**src/rtl/irq_bank_pkg.sv**
```systemverilog
package irq_bank_pkg;
  typedef enum logic {
    SPACE_STATUS = 1'b0,
    SPACE_MASK   = 1'b1
  } space_e;
endpackage

```
**src/rtl/irq_status_slice.sv**
```systemverilog
module irq_status_slice #(
  parameter int unsigned W = 8
) (
  input  logic         clk_i,
  input  logic         rst_ni,
  input  logic [W-1:0] evt_i,
  input  logic         rd_clr_i,
  input  logic         mask_we_i,
  input  logic [W-1:0] mask_wdata_i,
  output logic [W-1:0] flags_o,
  output logic [W-1:0] mask_o,
  output logic         pend_o
);
  logic [W-1:0] flags_q, mask_q;

  // event wins over clear in the same cycle
  always_ff @(posedge clk_i or negedge rst_ni) begin
    if (!rst_ni) flags_q <= '0;
    else         flags_q <= (rd_clr_i ? '0 : flags_q) | evt_i;
  end

  always_ff @(posedge clk_i or negedge rst_ni) begin
    if (!rst_ni)        mask_q <= '0;
    else if (mask_we_i) mask_q <= mask_wdata_i;
  end

  assign flags_o = flags_q;
  assign mask_o  = mask_q;
  assign pend_o  = |(flags_q & mask_q);


  sticky_flag_chk: assert property (@(posedge clk_i) disable iff (!rst_ni)
    !rd_clr_i |=> ((flags_q & $past(flags_q | evt_i)) == $past(flags_q | evt_i)));

  evt_priority_chk: assert property (@(posedge clk_i) disable iff (!rst_ni)
    rd_clr_i |=> (flags_q == $past(evt_i)));

  mask_load_chk: assert property (@(posedge clk_i) disable iff (!rst_ni)
    mask_we_i |=> (mask_q == $past(mask_wdata_i)));
endmodule

```
**src/rtl/irq_pend_reduce.sv**
```systemverilog
module irq_pend_reduce #(
  parameter int unsigned N = 4
) (
  input  logic         clk_i,
  input  logic         rst_ni,
  input  logic [N-1:0] pend_i,
  output logic         irq_o
);
  logic irq_q;

  always_ff @(posedge clk_i or negedge rst_ni) begin
    if (!rst_ni) irq_q <= 1'b0;
    else         irq_q <= |pend_i;
  end

  assign irq_o = irq_q;


  irq_rise_chk: assert property (@(posedge clk_i) disable iff (!rst_ni)
    $rose(irq_q) |-> $past(pend_i) != '0);

  irq_fall_chk: assert property (@(posedge clk_i) disable iff (!rst_ni)
    $fell(irq_q) |-> $past(pend_i) == '0);
endmodule

```
**src/rtl/irq_read_port.sv**
```systemverilog
module irq_read_port #(
  parameter int unsigned N     = 4,
  parameter int unsigned W     = 8,
  parameter int unsigned IDX_W = 2
) (
  input  logic                clk_i,
  input  logic                rst_ni,
  input  logic                rd_i,
  input  logic                sel_mask_i,
  input  logic [IDX_W-1:0]    idx_i,
  input  logic [N-1:0][W-1:0] flags_i,
  input  logic [N-1:0][W-1:0] masks_i,
  output logic [W-1:0]        rdata_o
);
  logic [W-1:0] rdata_q;

  always_ff @(posedge clk_i or negedge rst_ni) begin
    if (!rst_ni)   rdata_q <= '0;
    else if (rd_i) rdata_q <= sel_mask_i ? masks_i[idx_i] : flags_i[idx_i];
  end

  assign rdata_o = rdata_q;


  rdata_hold_chk: assert property (@(posedge clk_i) disable iff (!rst_ni)
    !rd_i |=> $stable(rdata_q));
endmodule

```
**src/rtl/irq_status_bank.sv**
```systemverilog
module irq_status_bank
  import irq_bank_pkg::*;
#(
  parameter  int unsigned NUM_REGS = 4,
  parameter  int unsigned REG_W    = 8,
  localparam int unsigned IDX_W    = $clog2(NUM_REGS),
  localparam int unsigned ADDR_W   = IDX_W + 1,
  localparam int unsigned EVT_W    = NUM_REGS * REG_W
) (
  input  logic              clk_i,
  input  logic              rst_ni,
  input  logic [EVT_W-1:0]  evt_i,
  input  logic              req_i,
  input  logic              we_i,
  input  logic [ADDR_W-1:0] addr_i,
  input  logic [REG_W-1:0]  wdata_i,
  output logic [REG_W-1:0]  rdata_o,
  output logic              irq_o
);
  space_e                          space;
  logic [IDX_W-1:0]                idx;
  logic                            rd, wr;
  logic [NUM_REGS-1:0][REG_W-1:0]  flags, masks;
  logic [NUM_REGS-1:0]             pend;

  assign space = space_e'(addr_i[IDX_W]);
  assign idx   = addr_i[IDX_W-1:0];
  assign rd    = req_i && !we_i;
  assign wr    = req_i && we_i;

  for (genvar k = 0; k < NUM_REGS; k++) begin : g_reg
    logic clr, mwe;
    assign clr = rd && (space == SPACE_STATUS) && (idx == IDX_W'(k));
    // status space is read-only: writes there decode to nothing
    assign mwe = wr && (space == SPACE_MASK) && (idx == IDX_W'(k));

    irq_status_slice #(.W(REG_W)) u_slice (
      .clk_i        (clk_i),
      .rst_ni       (rst_ni),
      .evt_i        (evt_i[k*REG_W +: REG_W]),
      .rd_clr_i     (clr),
      .mask_we_i    (mwe),
      .mask_wdata_i (wdata_i),
      .flags_o      (flags[k]),
      .mask_o       (masks[k]),
      .pend_o       (pend[k])
    );
  end

  irq_pend_reduce #(.N(NUM_REGS)) u_reduce (
    .clk_i  (clk_i),
    .rst_ni (rst_ni),
    .pend_i (pend),
    .irq_o  (irq_o)
  );

  irq_read_port #(.N(NUM_REGS), .W(REG_W), .IDX_W(IDX_W)) u_rd (
    .clk_i      (clk_i),
    .rst_ni     (rst_ni),
    .rd_i       (rd),
    .sel_mask_i (space == SPACE_MASK),
    .idx_i      (idx),
    .flags_i    (flags),
    .masks_i    (masks),
    .rdata_o    (rdata_o)
  );


  status_read_chk: assert property (@(posedge clk_i) disable iff (!rst_ni)
    (rd && space == SPACE_STATUS) |=> (rdata_o == $past(flags[idx])));

  other_regs_chk: assert property (@(posedge clk_i) disable iff (!rst_ni)
    (rd && space == SPACE_STATUS && idx != '0) |=>
      ((flags[0] & $past(flags[0])) == $past(flags[0])));

  status_wr_chk: assert property (@(posedge clk_i) disable iff (!rst_ni)
    (wr && space == SPACE_STATUS) |=> $stable(masks));

  masked_quiet_chk: assert property (@(posedge clk_i) disable iff (!rst_ni)
    (pend == '0) |=> !irq_o);
endmodule

```
**config.mk**
```make
export PLATFORM = sky130hd
export DESIGN_NAME = irq_status_bank
export DESIGN_NICKNAME = d
export VERILOG_FILES = /design/src/rtl/irq_bank_pkg.sv /design/src/rtl/irq_status_slice.sv /design/src/rtl/irq_pend_reduce.sv /design/src/rtl/irq_read_port.sv /design/src/rtl/irq_status_bank.sv
export SDC_FILE = /design/constraint.sdc
export NUM_CORES = 1
export LEC_CHECK = 0
export ABC_AREA = 1
export BUFFER_PORTS_ARGS = -buffer_cell sky130_fd_sc_hd__buf_4
export CORE_MARGIN = 10
export CORE_UTILIZATION = 25
export CTS_CLUSTER_DIAMETER = 120
export DETAILED_ROUTE_END_ITERATION = 7
export HOLD_SLACK_MARGIN = 0.05
export PLACE_DENSITY = 0.48
export SYNTH_ARGS = -nofsm -noshare
export SYNTH_HDL_FRONTEND = slang
export SYNTH_SLANG_ARGS = --single-unit
```
**constraint.sdc**
```tcl
create_clock -name clk_i -period 2.4 [get_ports clk_i]
set_clock_uncertainty 0.05 [all_clocks]
set_input_delay 0 -clock clk_i [delete_from_list [all_inputs] [get_ports clk_i]]
set_output_delay 0 -clock clk_i [all_outputs]
set_load 0.02 [all_outputs]
```
# --- Word-level counts from Yosys, hierarchy flattened ---
# Cells that the tools add are included.
word_totals:
  ff_bits: 73
  inputBits: 47
  output_inout_bits: 9
  word_cells: 47
op_classes:
  order_cmp: 1
  n_eq_ne: 3
  n_mux: 9
  bitwise: 9
  reduce_logical: 15
ops:
  columns: ["op", "count"]
  rows:
  - ["8-bit two-way mux", 7]
  - ["8-bit AND", 4]
  - ["8-bit binary-select mux with 2-bit select", 2]
  - ["8-bit OR", 4]
  - ["32-bit OR reduction", 1]
  - ["1-bit logical AND", 12]
  - ["2-bit == test (second input constant)", 2]
  - ["2-bit by 3-bit < comparator with 1-bit output (second input constant)", 1]
  - ["2-bit by 1-bit == test with 1-bit output (second input constant)", 1]
  - ["2-bit zero test", 1]
  - ["1-bit zero test", 1]
  - ["1-bit inverter", 1]

# --- Logic depth before layout (Yosys ltp) ---
# Gate-level depths: netlist of run 1.
depth:
  ltp_word: 6
  ltp_mapped: 9
  mapped_depth_nobuf: 7

# --- Hierarchy ---
# From an unflattened synthesis of run 1, not the netlist that was laid out.
hier_totals:
  cells_unflattened: 532
  area_unflattened_um2: 3868.7
by_module_without_submodules:
  columns: ["mod", "instances", "cells_each", "area_each_um2", "seq_area_each_um2"]
  rows:
  - ["irq_status_slice", 4, 73, 663.1, 400.4]
  - ["irq_read_port", 1, 216, 1102.3, 200.2]
  - ["irq_status_bank", 1, 20, 77.6, 0.0]
  - ["irq_pend_reduce", 1, 4, 36.3, 25.0]

# --- Worst setup path before layout of run 1 ---
# No wires, ideal clock.
synth_path:
  path_type: "register -> register"
  start: "register g_reg[0].u_slice.mask_q[6]"
  end: "register u_reduce.irq_q (netlist: u_reduce.irq_o)"
  setup_time_ns: 0.119
  arrival_time_ns: 0.741
  required_time_ns: 2.231
  slack_ns: 1.490
  path_stages_with_launch: 7
  n_path_buf: 0
  synth_period_minus_slack_ns: 0.910
  cell_sequence: "dfrtp_1 > nand2_1 > nand2_1 > nor2_1 > nand2_1 > nor2_1 > nand2_1"
synth_between:
  elab_chain_cells: 2
synth_rtl:
  columns: ["item", "line", "text"]
  rows:
  - ["from (decl)", "irq_status_slice.sv:14", "logic [W-1:0] flags_q, mask_q;"]
  - ["from (signal assigned)", "irq_status_slice.sv:24", "else if (mask_we_i) mask_q <= mask_wdata_i;"]
  - ["8-bit AND", "irq_status_slice.sv:29", "assign pend_o = |(flags_q & mask_q);"]
  - ["32-bit OR reduction", "irq_pend_reduce.sv:13", "else irq_q <= |pend_i;"]
  - ["to (signal assigned)", "irq_pend_reduce.sv:13", null]
  - ["to (decl)", "irq_pend_reduce.sv:9", "logic irq_q;"]
# Every way passes these cells.
# A chain may end at the register's enable or synchronous reset.

# --- Final worst setup path of run 1 ---
layout_path:
  start: "input req_i"
  end: "register g_reg[3].u_slice.mask_q[0]"
layout_between:
  elab_chain_cells: 3
layout_rtl:
  columns: ["item", "line", "text"]
  rows:
  - ["from (decl)", "irq_status_bank.sv:13", "input logic req_i,"]
  - ["1-bit logical AND", "irq_status_bank.sv:29", "assign wr = req_i && we_i;"]
  - ["1-bit logical AND (2 in a row)", "irq_status_bank.sv:35", "assign mwe = wr && (space == SPACE_MASK) && (idx == IDX_W'(k));"]
  - ["to (signal assigned)", "irq_status_slice.sv:24", null]
  - ["to (decl)", "irq_status_slice.sv:14", null]
# Every way passes these cells.

==> flow_summary.json, run 1 <==
{
  "hold_buffers": 42,
  "cts_resized": 0,
  "rsz0062_at_grt": "no",
  "clkPwrFrac_pct": 38.3,
  "syn_inst": 481,
  "cp.required_ns": 2.57,
  "die_h_um": 143,
  "p_seq_share_pct": 42.7,
  "swShare_pct": 27.8,
  "tns_ns": 0,
  "num_rows": 44,
  "route.detailed.drc": 0,
  "synth_top_family_by_area": "simple AND/OR/NAND/NOR gates",
  "grt_max_degree": 74,
  "hold_ws_ns": 0.0974,
  "syn_to_final_growth_pct": 33.4,
  "min_period_ns": 1.22,
  "peakVddDrop_mv": 0.311,
  "ant_nets": 0,
  "synth_xor_area_share_pct": 0,
  "clkSlewWorstSetupHoldPaths_ns": 0.05,
  "layout-drive-gt1-share_pct": 15.5,
  "yosysSeqAreaShare_pct": 48.6,
  "status": "finished, final reports clean",
  "min_path_cells": 5,
  "io_buffers": 55,
  "crit_slowest_cell": "dlygate4sd3_1",
  "synth_nets": 528,
  "antenna_found_initial": 0,
  "coreArea_um2": 14600,
  "crit_path_start_kind": "primary input",
  "cts_htree_levels": 3,
  "clock-sinks": 73,
  "muxShareOfSynthArea_pct": 0,
  "path_class": "primary input to flip-flop",
  "via_count": 3227,
  "slew_violations": 0,
  "syn_area_per_cell_um2": 7.82,
  "overflow": 0,
  "cts_tree": "built",
  "drt_wl_total_um": 10500,
  "hold_class": "primary input to flip-flop",
  "clock_path_buffers": 2,
  "hpwl_um": 7960,
  "drv_cap": 0,
  "numCtsBuffers": 9,
  "worstSkewPairLatency_ns": 0.34,
  "p_sw_mw": 0.990,
  "cp_top_family": "buffers and inverters",
  "start_util_pct": 25.7,
  "intPower_mw": 2.57,
  "slew_headroom_pct": 39.9,
  "worst-path-buf-inv": 2,
  "cts_setup_buffers": 0,
  "setup_violations": 0,
  "reg2reg_depth": 6,
  "io_pins": 56,
  "total_leakage_power_nw": 2.82,
  "cpPeakStageDelay_ns": 0.53,
  "die_area_um2": 20400,
  "worstPathArrival_ns": 1.39,
  "critPathCaptureType": "flip-flop",
  "fin_crit_sh_pct": 50.7,
  "synth_compound_area_share_pct": 11.4,
  "crit_fanout": 16,
  "finalHoldViolCount": 0,
  "synth_adder_area_share_pct": 0,
  "grt_first_pass_wirelength_um": 17100,
  "firstDrtPassIters": 4,
  "ys_ff_latch": 73,
  "groute.usage.overall_pct": 10.8,
  "drtIter0Drc": 215,
  "pwr-share-comb_pct": 19.0,
  "fmax_mhz": 821,
  "synth_cell_types": 16,
  "die_x_um": 143,
  "antenna_cells": 0,
  "yosysWarningCount": 0,
  "wire_per_inst_um": 13.7,
  "nNetsFinal": 621,
  "worstMarginPinSlew_ns": 0.901,
  "first_global_vias": 3315,
  "cp.depth": 7,
  "via_per_inst": 4.23,
  "synthSimpleGateAreaFrac_pct": 32.3,
  "place_congestion": 0.885,
  "syn-cell-area_um2": 3760,
  "cts_root_buffer": "clkbuf_16",
  "power_density_nw_per_um2": 710,
  "path_cells": "dlygate4sd3_1 > buf_4 > nand2_2 > nor2_8 > nand3_4 > nand2_1 > o21ai_2"
}
-- cells in the mapped netlist --
library cell | count | area, µm²
buf_2 | 5 | 25.0
buf_4 | 6 | 45.0
buf_6 | 4 | 45.0
dfrtp_1 | 73 | 1830
inv_1 | 44 | 165
inv_6 | 1 | 8.76
nand2_1 | 253 | 950
nand2_2 | 2 | 12.5
nand3_1 | 8 | 40.0
nand3_4 | 5 | 87.6
nor2_1 | 11 | 41.3
nor2_8 | 1 | 20.0
nor3_4 | 4 | 65.1
o21ai_1 | 24 | 120
o21ai_2 | 8 | 70.1
o21bai_1 | 32 | 240
-- power by group through the flow --
| stage | Combinational [mW] | Sequential (mW) | Clock, mW |
|---|---|---|---|
| 2_1_floorplan | 0.399 | 1.51 | 0 |
| 3_3_place_gp | 0.620 | 1.54 | 0 |
| 3_5_place_dp | 0.628 | 1.54 | 0 |
| 4_1_cts | 0.686 | 1.52 | 1.39 |
| 5_1_grt | 0.781 | 1.54 | 1.44 |
| 6_report | 0.677 | 1.52 | 1.37 |
-- path summary, 6_finish.rpt --
path | from | end | slack, ns
max | req_i | g_reg[3].u_slice.mask_o[0] | 1.18
min | we_i | u_rd.rdata_o[1] | 0.1
max reg2reg | g_reg[3].u_slice.flags_o[7] | u_reduce.irq_o | 1.23
min reg2reg | u_rd.rdata_o[4] | u_rd.rdata_o[4] | 0.45
max in group asynchronous | rst_ni | g_reg[2].u_slice.flags_o[3] | 1.42
min in group asynchronous | rst_ni | g_reg[0].u_slice.flags_o[6] | 0.29
-- state kept, by name (all words and copies together) (netlist names) --
name	flops
g.u_slice.mask_o	32
u_reduce.irq_o	1
g.u_slice.flags_o	32
u_rd.rdata_o	8
-- layout by cell type, fill, tap and decap left out --
cell type,count
inv_1,44
nor3_4,4
nand3_1,8
nand2_1,253
clkinv_2,1
dfrtp_1,73
clkbuf_1,2
o21ai_1,24
nor2_1,11
buf_4,55
inv_6,1
clkbuf_16,9
nor2_8,1
bufinv_16,1
nand3_4,5
dlygate4sd3_1,42
o21bai_1,32
o21ai_2,8
nand2_2,2
clkbuf_8,3
-- layout make-up --
| class | instances | area, µm² |
|---|---|---|
| fill | 1530 | 9620 |
| sequential | 73 | 1830 |
| multi-input combinational | 348 | 1650 |
| timing repair buffer | 97 | 833 |
| clock buffer | 14 | 274 |
| tap | 184 | 230 |
| inverter | 45 | 174 |
| clock inverter | 2 | 35.0 |
-- metal layers --
| layer | vias to the layer above | wire (µm) | track usage [%] |
|---|---|---|---|
| li1 | 1672 | - | - |
| met1 | 1478 | 5040 | 14.5 |
| met2 | 67 | 4710 | 16.1 |
| met3 | 10 | 585 | 2.59 |
| met4 | 0 | 150 | 4.78 |
| met5 | - | 0 | 0 |
-- logic make-up (layout without fill, tap and decap cells) --
logic type | Yosys count | after routing
and+or+nand+nor | 284 | 284
DFF | 73 | 73
AOI/OAI and AO/OA | 64 | 64
buffers and inverters | 60 | 158
-- per-stage QoR --
step / setup slack, ns / utilization, % / instance area (µm²) / std cells / total power, mW
6_report: 1.18 / 34.3 / 5020 / 763 / 3.56
5_1_grt: 1.07 / 34.3 / 5020 / 763 / 3.76
4_1_cts: 1.18 / 34.3 / 5020 / 763 / 3.59
3_5_place_dp: 0.919 / 29.3 / 4290 / 705 / 2.17
3_3_place_gp: 0.973 / 29.3 / 4290 / 705 / 2.16
2_1_floorplan: 1.49 / - / 3760 / 481 / 1.91
-- worst reg2reg max path, cell delays in order, from the launching register on --
cell	delay [ns]
dfrtp_1	0.42
nand2_1	0.08
nand2_1	0.05
nor2_1	0.12
nand2_1	0.06
nor2_1	0.18
nand2_1	0.09
(Power assumes the default switching activity.)
==> run 2, diff against run 1 <==
--- a/config.mk
+++ b/config.mk
@@ -12,7 +12,7 @@
 export CTS_CLUSTER_DIAMETER = 120
 export DETAILED_ROUTE_END_ITERATION = 7
 export HOLD_SLACK_MARGIN = 0.05
-export PLACE_DENSITY = 0.48
+export PLACE_DENSITY = 0.5
 export SYNTH_ARGS = -nofsm -noshare
 export SYNTH_HDL_FRONTEND = slang
 export SYNTH_SLANG_ARGS = --single-unit
==> constraint.sdc (replaced) <==
create_clock -name clk_i -period 1.1 [get_ports clk_i]
set_clock_uncertainty 0.05 [all_clocks]
set_input_delay 0 -clock clk_i [delete_from_list [all_inputs] [get_ports clk_i]]
set_output_delay 0 -clock clk_i [all_outputs]
set_load 0.02 [all_outputs]
==> run 2 against run 1 <==
  * Die area unchanged
  * Non-clock buffer count up 36
  * Flip-flop and latch count unchanged
  * Core utilization is 3.1 points higher
  * Via count grew 5.2%
  * Clock power is 100% higher
  * Sequential share of layout area shrank 3.0 points
==> flow_summary.json, run 2 (synthesis results as in run 1) <==
{
  "status": "finished, final reports clean",
  "cts_root_buffer": "clkbuf_16",
  "finalHoldViolCount": 0,
  "io_pins": 56,
  "wire_per_inst_um": 14.5,
  "first_global_vias": 3492,
  "die_h_um": 143,
  "clkSlewWorstSetupHoldPaths_ns": 0.06,
  "drt_wl_total_um": 11600,
  "firstDrtPassIters": 4,
  "cp.required_ns": 1.27,
  "setup_violations": 0,
  "antenna_found_initial": 0,
  "slew_headroom_pct": 73.0,
  "final_cell_mix": "nand2_1, buf_4, dfrtp_1",
  "n_fill_cell": 1534,
  "die_area_um2": 20400,
  "ff_latch_area_um2": 1830,
  "crit_slowest_cell": "dfrtp_1",
  "drtIter0Drc": 313,
  "overflow": 0,
  "peakVddDrop_mv": 0.675,
  "top_layer": "met4",
  "wl_met3_um": 595,
  "crit_path_start_kind": "flip-flop",
  "nNetsFinal": 657,
  "place_congestion": 0.857,
  "grt_max_degree": 37,
  "ant_nets": 0,
  "clock_path_buffers": 2,
  "io_buffers": 55,
  "route.detailed.drc": 0,
  "cpPeakStageDelay_ns": 0.39,
  "worstSkewPairLatency_ns": 0.34,
  "antenna_cells": 0,
  "met2_length_um": 5380,
  "drv_cap": 0,
  "hold_class": "primary input to asynchronous set/reset pin",
  "fin_crit_sh_pct": 98.7,
  "total_leakage_power_nw": 3.03,
  "placed_area_um2": 4600,
  "num_rows": 44,
  "clock-sinks": 73,
  "tns_ns": 0,
  "path_class": "flip-flop to flip-flop",
  "die_x_um": 143,
  "layout-drive-gt1-share_pct": 27.0,
  "slew_violations": 0,
  "crit_top_cell": "nand2_1",
  "min_period_ns": 1.09,
  "final_common_cell": "nand2_1",
  "worstPathArrival_ns": 1.26,
  "numCtsBuffers": 9,
  "rsz0062_at_grt": "yes",
  "syn_to_final_growth_pct": 45.6,
  "reg2reg_depth": 7,
  "via_per_inst": 4.25,
  "cts_htree_levels": 3,
  "multiInputGateArea_um2": 1760,
  "coreArea_um2": 14600,
  "power_density_nw_per_um2": 1450,
  "via_count": 3394,
  "fmax_mhz": 921,
  "final_util_pct": 37.4,
  "wl_met1_um": 5440,
  "groute.usage.overall_pct": 11.9,
  "cts_tree": "built",
  "layout_setup_ws_ns": 0.0139,
  "grt_first_pass_wirelength_um": 18800,
  "preCtsSetupSlack_ns": -0.0485,
  "power_mw": 7.95,
  "crit_fanout": 2,
  "hpwl_um": 8930,
  "start_util_pct": 25.7,
  "fin_area_um2": 5480,
  "path_cells": "buf_6 > nand2_2 > nand2_1 > nor2_1 > nand2_1 > nor2_1 > nand2_1",
  "critPathCaptureType": "flip-flop",
  "worstMarginPinSlew_ns": 0.404
}
-- run 2: cell types whose count changed in the layout (fill, tap and decap cells not counted), moves of 3 or more --
cell        change
buf_12          +4
buf_4          +19
buf_6          +13
clkinvlp_4      +3
nand2_1        -36
nand2_2        +34
-- run 2: final cells by class --
class,instances,area share [%]
Clock buffer,12,4.68
Clock inverter,4,0.503
Inverter,45,3.18
Multi-Input combinational cell,348,32.1
Sequential cell,73,33.4
Tap cell,184,4.20
Timing Repair Buffer,133,22.0
-- run 2: worst max-delay path: cells and delay by family, from the launching register on --
family,cells,cell delay [ns]
simple gates,6,0.40
flops,1,0.39
buf+inv,1,0.13
-- run 2: path summary, 6_finish.rpt --
kind,start,to,slack (ns)
min in group clk_i,addr_i[0],g_reg[0].u_slice.flags_o[5],0.07
min reg2reg,u_rd.rdata_o[2],u_rd.rdata_o[2],0.45
max in group asynchronous,rst_ni,g_reg[0].u_slice.mask_o[0],0.46
min,rst_ni,g_reg[1].u_slice.flags_o[2],0.07
max reg2reg,g_reg[2].u_slice.mask_o[4],u_reduce.irq_o,0.01
max,g_reg[2].u_slice.mask_o[4],u_reduce.irq_o,0.01
-- run 2: what timing repair did --
action	CTS	global route
gates cloned	0	0
endpoints found under the setup margin	4	9
hold buffers	42	0
resized for setup	3	51
endpoints found under the hold margin	143	0
buffers inserted	1	3
pin swaps	3	28
-- run 2: power breakdown --
group	switching, mW	total (mW)	internal [mW]
Clock	1.10	2.75	1.64
Combinational	0.961	1.91	0.951
Sequential	0.283	3.29	3.00
Total	2.35	7.95	5.60
-- run 2: metal layers --
layer / vias up / global-route usage [%]
met4: 0 / 4.07
met3: 9 / 1.99
met1: 1561 / 16.1
met5: - / 0
li1: 1742 / -
met2: 82 / 18.7
-- run 2: per-stage QoR --
stage,instances,hold WS (ns)
2_1_floorplan,481,-0.346
3_3_place_gp,739,-0.112
3_5_place_dp,739,-0.109
4_1_cts,797,0.0559
5_1_grt,799,0.0901
6_report,799,0.0662
==> run 3, diff against run 2 <==
==> constraint.sdc (replaced) <==
create_clock -name clk_i -period 1.1 [get_ports clk_i]
set_clock_uncertainty 0.05 [all_clocks]
set_input_delay 0.22 -clock clk_i [delete_from_list [all_inputs] [get_ports clk_i]]
set_output_delay 0.22 -clock clk_i [all_outputs]
set_load 0.02 [all_outputs]
==> run 3 against run 2 <==
  * Highest routed layer unchanged
  * Cell area is 1.3% higher
  * Register-to-register slack lost 0.10 ns
  * Critical path type unchanged
  * Worst hold slack got worse by 0.010 ns
  * Worst setup slack lost 0.10 ns
  * Flip-flop and latch count did not move
  * Global-route usage is 0.27 points lower
  * Critical path depth is 1 lower
  * Non-clock buffer count rose by 5
  * Via count is 2.1% higher
  * Clock-buffer cell count shrank 3
  * Power rose by 0.31%
  * The run now ends with setup timing left
  * Largest cell class unchanged
  * Sequential share of layout area is 0.43 points lower
==> flow_summary.json, run 3 (synthesis results as in run 1) <==
{
  "path_cells": "nand2_1 > nand2_1 > nor2_2 > nand2_1 > nor2_2 > nand2_1",
  "status": "finished, violations left",
  "worstSkewPairLatency_ns": 0.34,
  "violations": "setup timing",
  "overflow": 0,
  "crit_path_start_kind": "flip-flop",
  "num_rows": 44,
  "power_density_nw_per_um2": 1440,
  "crit_top_cell": "nand2_1",
  "ant_nets": 0,
  "antenna_found_initial": 0,
  "fmax_mhz": 843,
  "clock_path_buffers": 2,
  "tns_ns": -0.393,
  "start_util_pct": 25.7,
  "hold_ws_ns": 0.0560,
  "layout_setup_ws_ns": -0.0869,
  "finalHoldViolCount": 0,
  "antenna_cells": 0,
  "final_cells": 803,
  "worstMarginPinSlew_ns": 0.404,
  "first_global_vias": 3573,
  "crit_slowest_cell": "dfrtp_1",
  "via_count": 3466,
  "crit_fanout": 2,
  "final_common_cell": "nand2_1",
  "grt_max_degree": 37,
  "fin_area_um2": 5550,
  "cpPeakStageDelay_ns": 0.40,
  "final_cell_mix": "nand2_1, buf_4, dfrtp_1",
  "slew_violations": 0,
  "p_seq_share_pct": 41.4,
  "drtIter0Drc": 186,
  "firstDrtPassIters": 4,
  "hold_class": "primary input to flip-flop",
  "cp_top_family": "simple AND/OR/NAND/NOR gates",
  "setup_violations": 10,
  "via_per_inst": 4.32,
  "numCtsBuffers": 9,
  "io_pins": 56,
  "peakVddDrop_mv": 0.619,
  "groute.usage.overall_pct": 11.6,
  "route.detailed.drc": 0,
  "cts_htree_levels": 3,
  "path_class": "flip-flop to flip-flop",
  "total_leakage_power_nw": 3.08,
  "critPathCaptureType": "flip-flop",
  "intPower_mw": 5.53,
  "drv_cap": 0,
  "min_period_ns": 1.19,
  "p_sw_mw": 2.45,
  "cts_root_buffer": "clkbuf_16",
  "preCtsSetupSlack_ns": -0.266,
  "worstPathArrival_ns": 1.35,
  "syn_to_final_growth_pct": 47.5,
  "io_buffers": 55,
  "layout-drive-gt1-share_pct": 29.7,
  "cts_tree": "built",
  "hpwl_um": 8900,
  "clkSlewWorstSetupHoldPaths_ns": 0.06,
  "clkPwrFrac_pct": 33.7,
  "cp.required_ns": 1.26,
  "pwr-share-comb_pct": 24.9,
  "swShare_pct": 30.7,
  "place_congestion": 0.887,
  "fin_crit_sh_pct": 108,
  "slew_headroom_pct": 73.0,
  "wire_per_inst_um": 14.5,
  "dpl.cell_count": 749,
  "grt_first_pass_wirelength_um": 18700,
  "placed_area_um2": 4700,
  "hp-start": "evt_i[21]",
  "worst-path-buf-inv": 0,
  "clock-sinks": 73,
  "die_x_um": 143,
  "die_h_um": 143,
  "n_fill_cell": 1536,
  "coreArea_um2": 14600,
  "die_area_um2": 20400,
  "nNetsFinal": 662,
  "timing.rr.start": "g_reg[3].u_slice.flags_o[7]",
  "drt_wl_total_um": 11600,
  "rsz0062_at_grt": "yes",
  "crit_start": "g_reg[3].u_slice.flags_o[7]"
}
==> run 3: cell types whose count changed in the layout (fill, tap and decap cells not counted), sizes merged <==
cell / change
clkinvlp: -2
clkinv: +3
clkbuf: -3
buf: +15
inv: +1
dlygate4sd3: -10
==> run 3: power by group through the flow <==
stage	clock, mW	sequential (mW)	combinational (mW)
2_1_floorplan	0	3.29	0.872
3_3_place_gp	0	3.31	1.65
3_5_place_dp	0	3.32	1.67
4_1_cts	2.71	3.28	1.82
5_1_grt	2.85	3.33	2.21
6_report	2.68	3.30	1.99
==> run 3: repair_timing <==
| item | 4_1_cts | 5_1_grt |
|---|---|---|
| endpoints found under the setup margin | 11 | 18 |
| buffers inserted | 2 | 5 |
| pin swaps | 1 | 25 |
| hold endpoints to repair | 104 | 0 |
| resized for setup | 11 | 57 |
| hold buffers | 32 | 0 |
==> run 3: worst register-to-register path, delay by kind of cell (launching register included) <==
kind | cells | cell delay, ns
DFF | 1 | 0.40
and+or+nand+nor | 6 | 0.60
==> run 3: final cells by class <==
class | count | area [µm²] | area share, %
sequential | 73 | 1830 | 32.9
multi-input combinational | 348 | 1770 | 32.0
timing repair buffer | 138 | 1270 | 23.0
tap | 184 | 230 | 4.15
clock buffer | 9 | 225 | 4.06
inverter | 45 | 174 | 3.13
clock inverter | 6 | 43.8 | 0.789
==> run 3: layer usage <==
layer	GRT usage, %	share of wire (%)
met5	0	0
met4	3.91	1.5
met3	2.49	4.6
met2	17.8	46
met1	15.8	48
==> run 3: per-stage QoR <==
step	total power, mW	util (%)
after floorplan	4.16	-
after global placement	4.97	32.1
after detailed placement	4.99	32.1
after CTS	7.81	36.5
after global routing	8.40	37.9
final	7.97	37.9
==> run 3: path summary, 6_finish.rpt <==
path	cells after the start	to	slack, ns
max	6	u_reduce.irq_o	-0.09
max in group asynchronous	3	g_reg[2].u_slice.mask_o[3]	0.35
min in group asynchronous	2	g_reg[1].u_slice.flags_o[1]	0.22
min	2	g_reg[2].u_slice.flags_o[5]	0.06
min reg2reg	2	u_rd.rdata_o[1]	0.48
max reg2reg	6	u_reduce.irq_o	-0.09
